`src/rtl/refsel_pkg.sv`:
```
package refsel_pkg;
   typedef enum logic [1:0] {
      PLL_LOCK = 2'd0,
      PLL_HOLD = 2'd1,
      PLL_FREE = 2'd2
   } pll_state_e;

   typedef enum logic [1:0] {
      AS_PREF     = 2'd0,
      AS_HOLD_PREF = 2'd1,
      AS_BACKUP   = 2'd2,
      AS_HOLD_ALL = 2'd3
   } auto_state_e;

   localparam logic [1:0] MODE_AUTO = 2'b11;
endpackage

```
`src/rtl/refsel_guard_timer.sv`:
```
module refsel_guard_timer #(
   parameter int GUARD_CYCLES = 16
) (
   input  logic clk,
   input  logic rst_n,
   input  logic run,
   output logic done
);
   localparam int CW = $clog2(GUARD_CYCLES + 1);
   localparam logic [CW-1:0] LAST = CW'(GUARD_CYCLES - 1);

   logic [CW-1:0] cnt_q;

   generate
      if (GUARD_CYCLES < 2) begin : g_bad_param
         $error("GUARD_CYCLES must be at least 2");
      end
   endgenerate

   always_ff @(posedge clk) begin
      if (!rst_n || !run) cnt_q <= '0;
      else if (cnt_q != LAST) cnt_q <= cnt_q + 1'b1;
   end

   assign done = run && (cnt_q == LAST);

   // the count never passes the guard limit
   p_guard_bound_r6: assert property (@(posedge clk) disable iff (!rst_n)
      cnt_q <= LAST);
endmodule

```
`src/rtl/refsel_auto_fsm.sv`:
```
module refsel_auto_fsm
   import refsel_pkg::*;
(
   input  logic clk,
   input  logic rst_n,
   input  logic auto_en,
   input  logic loss_pref,
   input  logic loss_bk,
   input  logic guard_done,
   output auto_state_e state_q,
   output logic        on_backup_q
);
   auto_state_e state_d;
   logic        bk_d;

   always_comb begin
      state_d = state_q;
      bk_d    = on_backup_q;
      unique case (state_q)
         AS_PREF: begin
            if (loss_pref && loss_bk) state_d = AS_HOLD_ALL;
            else if (loss_pref)       state_d = AS_HOLD_PREF;
         end
         AS_HOLD_PREF: begin
            if (!loss_pref)                state_d = AS_PREF;
            else if (loss_bk)              state_d = AS_HOLD_ALL;
            else if (guard_done) begin
               state_d = AS_BACKUP;
               bk_d    = 1'b1;
            end
         end
         AS_BACKUP: begin
            if (!loss_pref) begin
               state_d = AS_PREF;
               bk_d    = 1'b0;
            end else if (loss_bk) state_d = AS_HOLD_ALL;
         end
         AS_HOLD_ALL: begin
            if (!loss_pref) begin
               state_d = AS_PREF;
               bk_d    = 1'b0;
            end else if (!loss_bk) begin
               state_d = AS_BACKUP;
               bk_d    = 1'b1;
            end
         end
         default: state_d = AS_PREF;
      endcase
      if (!auto_en) begin
         state_d = AS_PREF;
         bk_d    = 1'b0;
      end
   end

   always_ff @(posedge clk) begin
      if (!rst_n) begin
         state_q     <= AS_PREF;
         on_backup_q <= 1'b0;
      end else begin
         state_q     <= state_d;
         on_backup_q <= bk_d;
      end
   end

   // guarded holdover always sits on the preferred reference
   p_hold_on_pref_r4: assert property (@(posedge clk) disable iff (!rst_n)
      (state_q == AS_HOLD_PREF) |-> !on_backup_q);
   // recovery during the guard window returns to the preferred state
   p_recover_r5: assert property (@(posedge clk) disable iff (!rst_n)
      (auto_en && state_q == AS_HOLD_PREF && !loss_pref) |=> (state_q == AS_PREF));
endmodule

```
`src/rtl/refsel_ctrl.sv`:
```
module refsel_ctrl
   import refsel_pkg::*;
#(
   parameter int GUARD_CYCLES = 16,
   parameter bit ALLOW_SWAP   = 1'b1
) (
   input  logic       clk,
   input  logic       rst_n,
   input  logic [1:0] mode_sel,
   input  logic       ref_sel,
   input  logic       loss_pri,
   input  logic       loss_sec,
   output logic       ref_active,
   output logic [1:0] pll_state,
   output logic       guard_run,
   output logic       switch_strobe
);
   logic        auto_in;
   logic        swap_in;
   logic        loss_pref;
   logic        loss_bk;
   logic        guard_done;
   logic [1:0]  mode_q;
   logic        sel_q;
   logic        ref_prev_q;
   auto_state_e ast_q;
   logic        on_bk_q;

   assign auto_in = (mode_sel == MODE_AUTO);

   generate
      if (ALLOW_SWAP) begin : g_swap
         assign swap_in = ref_sel;
      end else begin : g_noswap
         assign swap_in = 1'b0;
      end
   endgenerate

   assign loss_pref = swap_in ? loss_sec : loss_pri;
   assign loss_bk   = swap_in ? loss_pri : loss_sec;

   refsel_guard_timer #(.GUARD_CYCLES(GUARD_CYCLES)) u_timer (
      .clk  (clk),
      .rst_n(rst_n),
      .run  (ast_q == AS_HOLD_PREF),
      .done (guard_done)
   );

   refsel_auto_fsm u_fsm (
      .clk        (clk),
      .rst_n      (rst_n),
      .auto_en    (auto_in),
      .loss_pref  (loss_pref),
      .loss_bk    (loss_bk),
      .guard_done (guard_done),
      .state_q    (ast_q),
      .on_backup_q(on_bk_q)
   );

   always_ff @(posedge clk) begin
      if (!rst_n) begin
         mode_q     <= 2'b00;
         sel_q      <= 1'b0;
         ref_prev_q <= 1'b0;
      end else begin
         mode_q     <= mode_sel;
         sel_q      <= ref_sel;
         ref_prev_q <= ref_active;
      end
   end

   always_comb begin
      if (mode_q == MODE_AUTO) begin
         ref_active = on_bk_q ^ (ALLOW_SWAP ? sel_q : 1'b0);
         pll_state  = (ast_q == AS_HOLD_PREF || ast_q == AS_HOLD_ALL) ? PLL_HOLD : PLL_LOCK;
      end else begin
         ref_active = sel_q;
         pll_state  = mode_q;
      end
   end

   assign guard_run     = (mode_q == MODE_AUTO) && (ast_q == AS_HOLD_PREF);
   assign switch_strobe = (ref_active != ref_prev_q);

   // manual mode sets the loop state on the next clock
   p_manual_state_r2: assert property (@(posedge clk) disable iff (!rst_n)
      (mode_sel != MODE_AUTO) |=> (pll_state == $past(mode_sel)));
   // both references lost forces holdover
   p_both_lost_r8: assert property (@(posedge clk) disable iff (!rst_n)
      (auto_in && loss_pri && loss_sec) |=> (pll_state == PLL_HOLD && !guard_run));
   // the guard timer only runs in holdover
   p_guard_in_hold_r4: assert property (@(posedge clk) disable iff (!rst_n)
      guard_run |-> (pll_state == PLL_HOLD));
   // a strobe never coincides with an unchanged reference across a stable input
   p_strobe_change_r10: assert property (@(posedge clk) disable iff (!rst_n)
      switch_strobe |-> (ref_active != $past(ref_active)));
endmodule

```
`config.mk`:
```
export PLATFORM = sky130hd
export DESIGN_NAME = refsel_ctrl
export DESIGN_NICKNAME = d
export VERILOG_FILES = /design/src/rtl/refsel_pkg.sv /design/src/rtl/refsel_guard_timer.sv /design/src/rtl/refsel_auto_fsm.sv /design/src/rtl/refsel_ctrl.sv
export SDC_FILE = /design/constraint.sdc
export NUM_CORES = 1
export LEC_CHECK = 0
export BUFFER_PORTS_ARGS = -buffer_cell sky130_fd_sc_hd__buf_2
export CORE_UTILIZATION = 35
export CTS_CLUSTER_DIAMETER = 150
export DETAILED_ROUTE_END_ITERATION = 7
export GPL_TIMING_DRIVEN = 0
export PLACE_DENSITY = 0.65
export SYNTH_ARGS = -nofsm -noshare
export SYNTH_HDL_FRONTEND = slang
export SYNTH_SLANG_ARGS = --single-unit
```
`constraint.sdc`:
```
create_clock -name clk -period 5.3 [get_ports clk]
set_input_delay 0.53 -clock clk [delete_from_list [all_inputs] [get_ports clk]]
set_output_delay 0.53 -clock clk [all_outputs]
set_load 0.1 [all_outputs]
```
==> summary.md <==
| Metric | Value |
|---|---|
| H-tree levels | 1 |
| Final setup viols | 0 |
| Inserted Clock Buffers | 3 |
| Worst R2R Setup Slack | 3.41 ns |
| Place WS | 3.420 ns |
| Starting Density | 38.72% |
| Largest net degree at the start of global routing | 11 |
| Post-synth top area share | 40.25% |
| First-pass GRT wire length | 1725 um |
| Final worst slack | 3.214 ns |
| Setup TNS Final | 0 ns |
| Fin. max-slew vios | 0 |
| DRT iter0 DRCs | 7 |
| Per-cell routed wire length | 11.12 um |
| Max_cap viols | 0 |
| PortBufs | 11 |
| Area grow syn2layout | 16.35% |
| Main synth FF type | dfxtp_1 |
| Hold slack | 0.4847 ns |
| Final ANT Viol Nets | 0 |
| CP max-delay cell | buf_2 |
| Initial antenna violation count | 0 |
| Final wirelength | 1045 um |
| Inst Count DP | 91 |
| Ys async rst share | 0% |
| I/O pin count | 12 |
| Critical path launch point type | register |
| Worst path arrival time | 1.56 ns |
| Final Hold Vio Count | 0 |
| Worst-path clk slew | 0.07 ns |
| Average via count per standard cell | 5.074 |
| Yosys top cell by area | dfxtp_1 |
| Critical path class | register to primary output |
| TritonCTS clock tree | done |
| Post-synth EDFFs | 0 |
| Post-Syn Area | 596.8 um^2 |
| Max-slew headroom | 67.82% |
| Synth Instances | 64 |
| F_max | 479.5 MHz |
| Synthesized area per cell | 9.325 um^2 |
| Die span in y | 43.30 um |
| Post-CTS Hold Fix Bufs | 0 |
| Status | completed |
| Row cnt | 14 |
| Non-filler cells, final | 94 |
| Seq/Total Area, Yosys | 40.25% |
| Critical path cell sequence | nand3_1 > xor2_1 > xnor2_1 > buf_2 |
| Max incr delay on CP | 0.44 ns |
| Die ar. | 1874 um^2 |
| Maximum vdd drop | 0.1028 mV |
| # clock sinks | 12 |
| Post-CTS sizing | 0 |
| Gpl congestion | 0.7196 |
| Power Density | 254.6 nW/um^2 |
| Element type at the critical path end | primary output |
| DRC | 0 |
| Worst-path maximum fanout | 4 |
| Worst min path class | primary input to register |
| P_leak | 0.2947 nW |
| Setup Skew | 0.003486 ns |
| Slew @ Worst Pin | 0.4860 ns |
| Detailed-router iteration count before antenna repair | 4 |
| Skew-Pair Late Insertion Delay | 0.26 ns |
| Vias in the first global route | 448 |
| RSZ-0062 raised after global routing | false |
| Die width | 43.30 um |
| Post-CTS Setup Bufs | 0 |
| Vias | 477 |
| Synth top area cells | dfxtp_1 (40%), nor2_1 (4.4%), xor2_1 (4.4%), ha_1 (4.2%), nor2b_1 (4.2%) |
| CTS root buffer | clkbuf_4 |
| Synth warnings | 0 |
| Nets@finish | 89 |
| Core area | 1541 um^2 |
| Syn nets | 73 |
| Netlist cell types | 28 |
| CP Data Required Time | 4.77 ns |
| #FFs+latches synth | 12 |
| Tcrit/Tclk final | 39.35% |
| Clock buffer depth | 2 |
| Min cycle time layout | 2.086 ns |
| Total track usage | 12.61% |
| Overflow after GRT | 0 |
| Layout cells sized above 1 | 24.36% |
| ANT cells | 0 |
| Post-DP HPWL | 799.1 um |
[cell type report]
| cell class | count | area, um^2 |
|---|---|---|
| Buffer | 2 | 15.01 |
| Clock buffer | 3 | 22.52 |
| Fill cell | 164 | 847.1 |
| Inverter | 3 | 11.26 |
| Multi-Input combinational cell | 47 | 330.3 |
| Sequential cell | 12 | 240.2 |
| Tap cell | 16 | 20.02 |
| Timing Repair Buffer | 11 | 55.05 |
[routing by layer]
| layer | track usage (%) | routed length [um] | vias up |
|---|---|---|---|
| li1 | - | - | 248 |
| met1 | 13.25 | 477 | 216 |
| met2 | 20.90 | 527 | 13 |
| met3 | 6.809 | 41 | 0 |
| met4 | 4.848 | 0 | 0 |
| met5 | 0 | 0 | - |
[cell usage after synthesis (2+ instances only)]
| master | number |
|---|---|
| nand2_1 | 3 |
| xor2_1 | 3 |
| a21oi_1 | 2 |
| dfxtp_1 | 12 |
| nor2b_1 | 4 |
| nand3b_1 | 3 |
| xnor2_1 | 2 |
| mux2i_1 | 2 |
| ha_1 | 2 |
| nor2_1 | 7 |
| and2_1 | 3 |
| a21boi_0 | 3 |
| inv_1 | 3 |
[layout by cell type (no fill, tap or decap), drive strengths merged, types with 2 or more instances in the layout]
cell and n:
nand3b 3, xor2 3, nor2 7, mux2i 2, nand2 3, buf 12, clkbuf 4, xnor2 2
ha 2, a21boi 3, nor2b 4, inv 3, a21oi 2, and2 3, dfxtp 12
[critical path, delay by kind of cell (launching register included)]
family / cells / cell delay (ns)
flops: 1 / 0.37
simple gates: 1 / 0.10
xor+xnor: 2 / 0.38
buf+inv: 1 / 0.44
[where the power goes]
part / internal (mW) / leakage [nW] / total, mW / switching [mW]
logic: 0.00764 / 0.183 / 0.0289 / 0.0212
registers: 0.0922 / 0.0978 / 0.0937 / 0.00153
clock network: 0.0262 / 0.0138 / 0.0542 / 0.0280
[per-stage QoR]
step	util [%]	instance area, um^2	power [mW]
2_1_floorplan	-	596.8	0.1176
3_3_place_gp	43.59	671.9	0.1244
3_5_place_dp	43.59	671.9	0.1248
4_1_cts	45.05	694.4	0.1793
5_1_grt	45.05	694.4	0.1865
6_report	45.05	694.4	0.1768
[cells by family (layout without fill, tap and decap cells)]
logic type / after synthesis / count (layout) / synth area share [%]
XOR/XNOR: 5 / 5 / 7.339
AO/OA/AOI/OAI: 11 / 11 / 14.88
AND/OR/NAND/NOR: 27 / 27 / 25.58
flip-flops: 12 / 12 / 40.25
adder cells (fa/ha/maj): 2 / 2 / 4.192
buffers and inverters: 5 / 19 / 4.402
multiplexers: 2 / 2 / 3.354
[worst paths after layout]
kind	from	depth (start not counted)	endpoint
worst max-delay path	mode_q[0]	4	switch_strobe
worst min-delay path	mode_sel[0]	2	mode_q[0]
worst max register to register	u_timer.cnt_q[0]	7	u_fsm.state_q[0]
worst min register to register	u_timer.cnt_q[4]	2	u_timer.cnt_q[4]
[sequential cells by signal (all words and copies together) (netlist names)]
| name | cells |
|---|---|
| sel_q | 1 |
| ref_prev_q | 1 |
| u_fsm.state_q | 2 |
| u_fsm.on_backup_q | 1 |
| mode_q | 2 |
| u_timer.cnt_q | 5 |
Note: power is estimated with default switching activity, not from simulation.
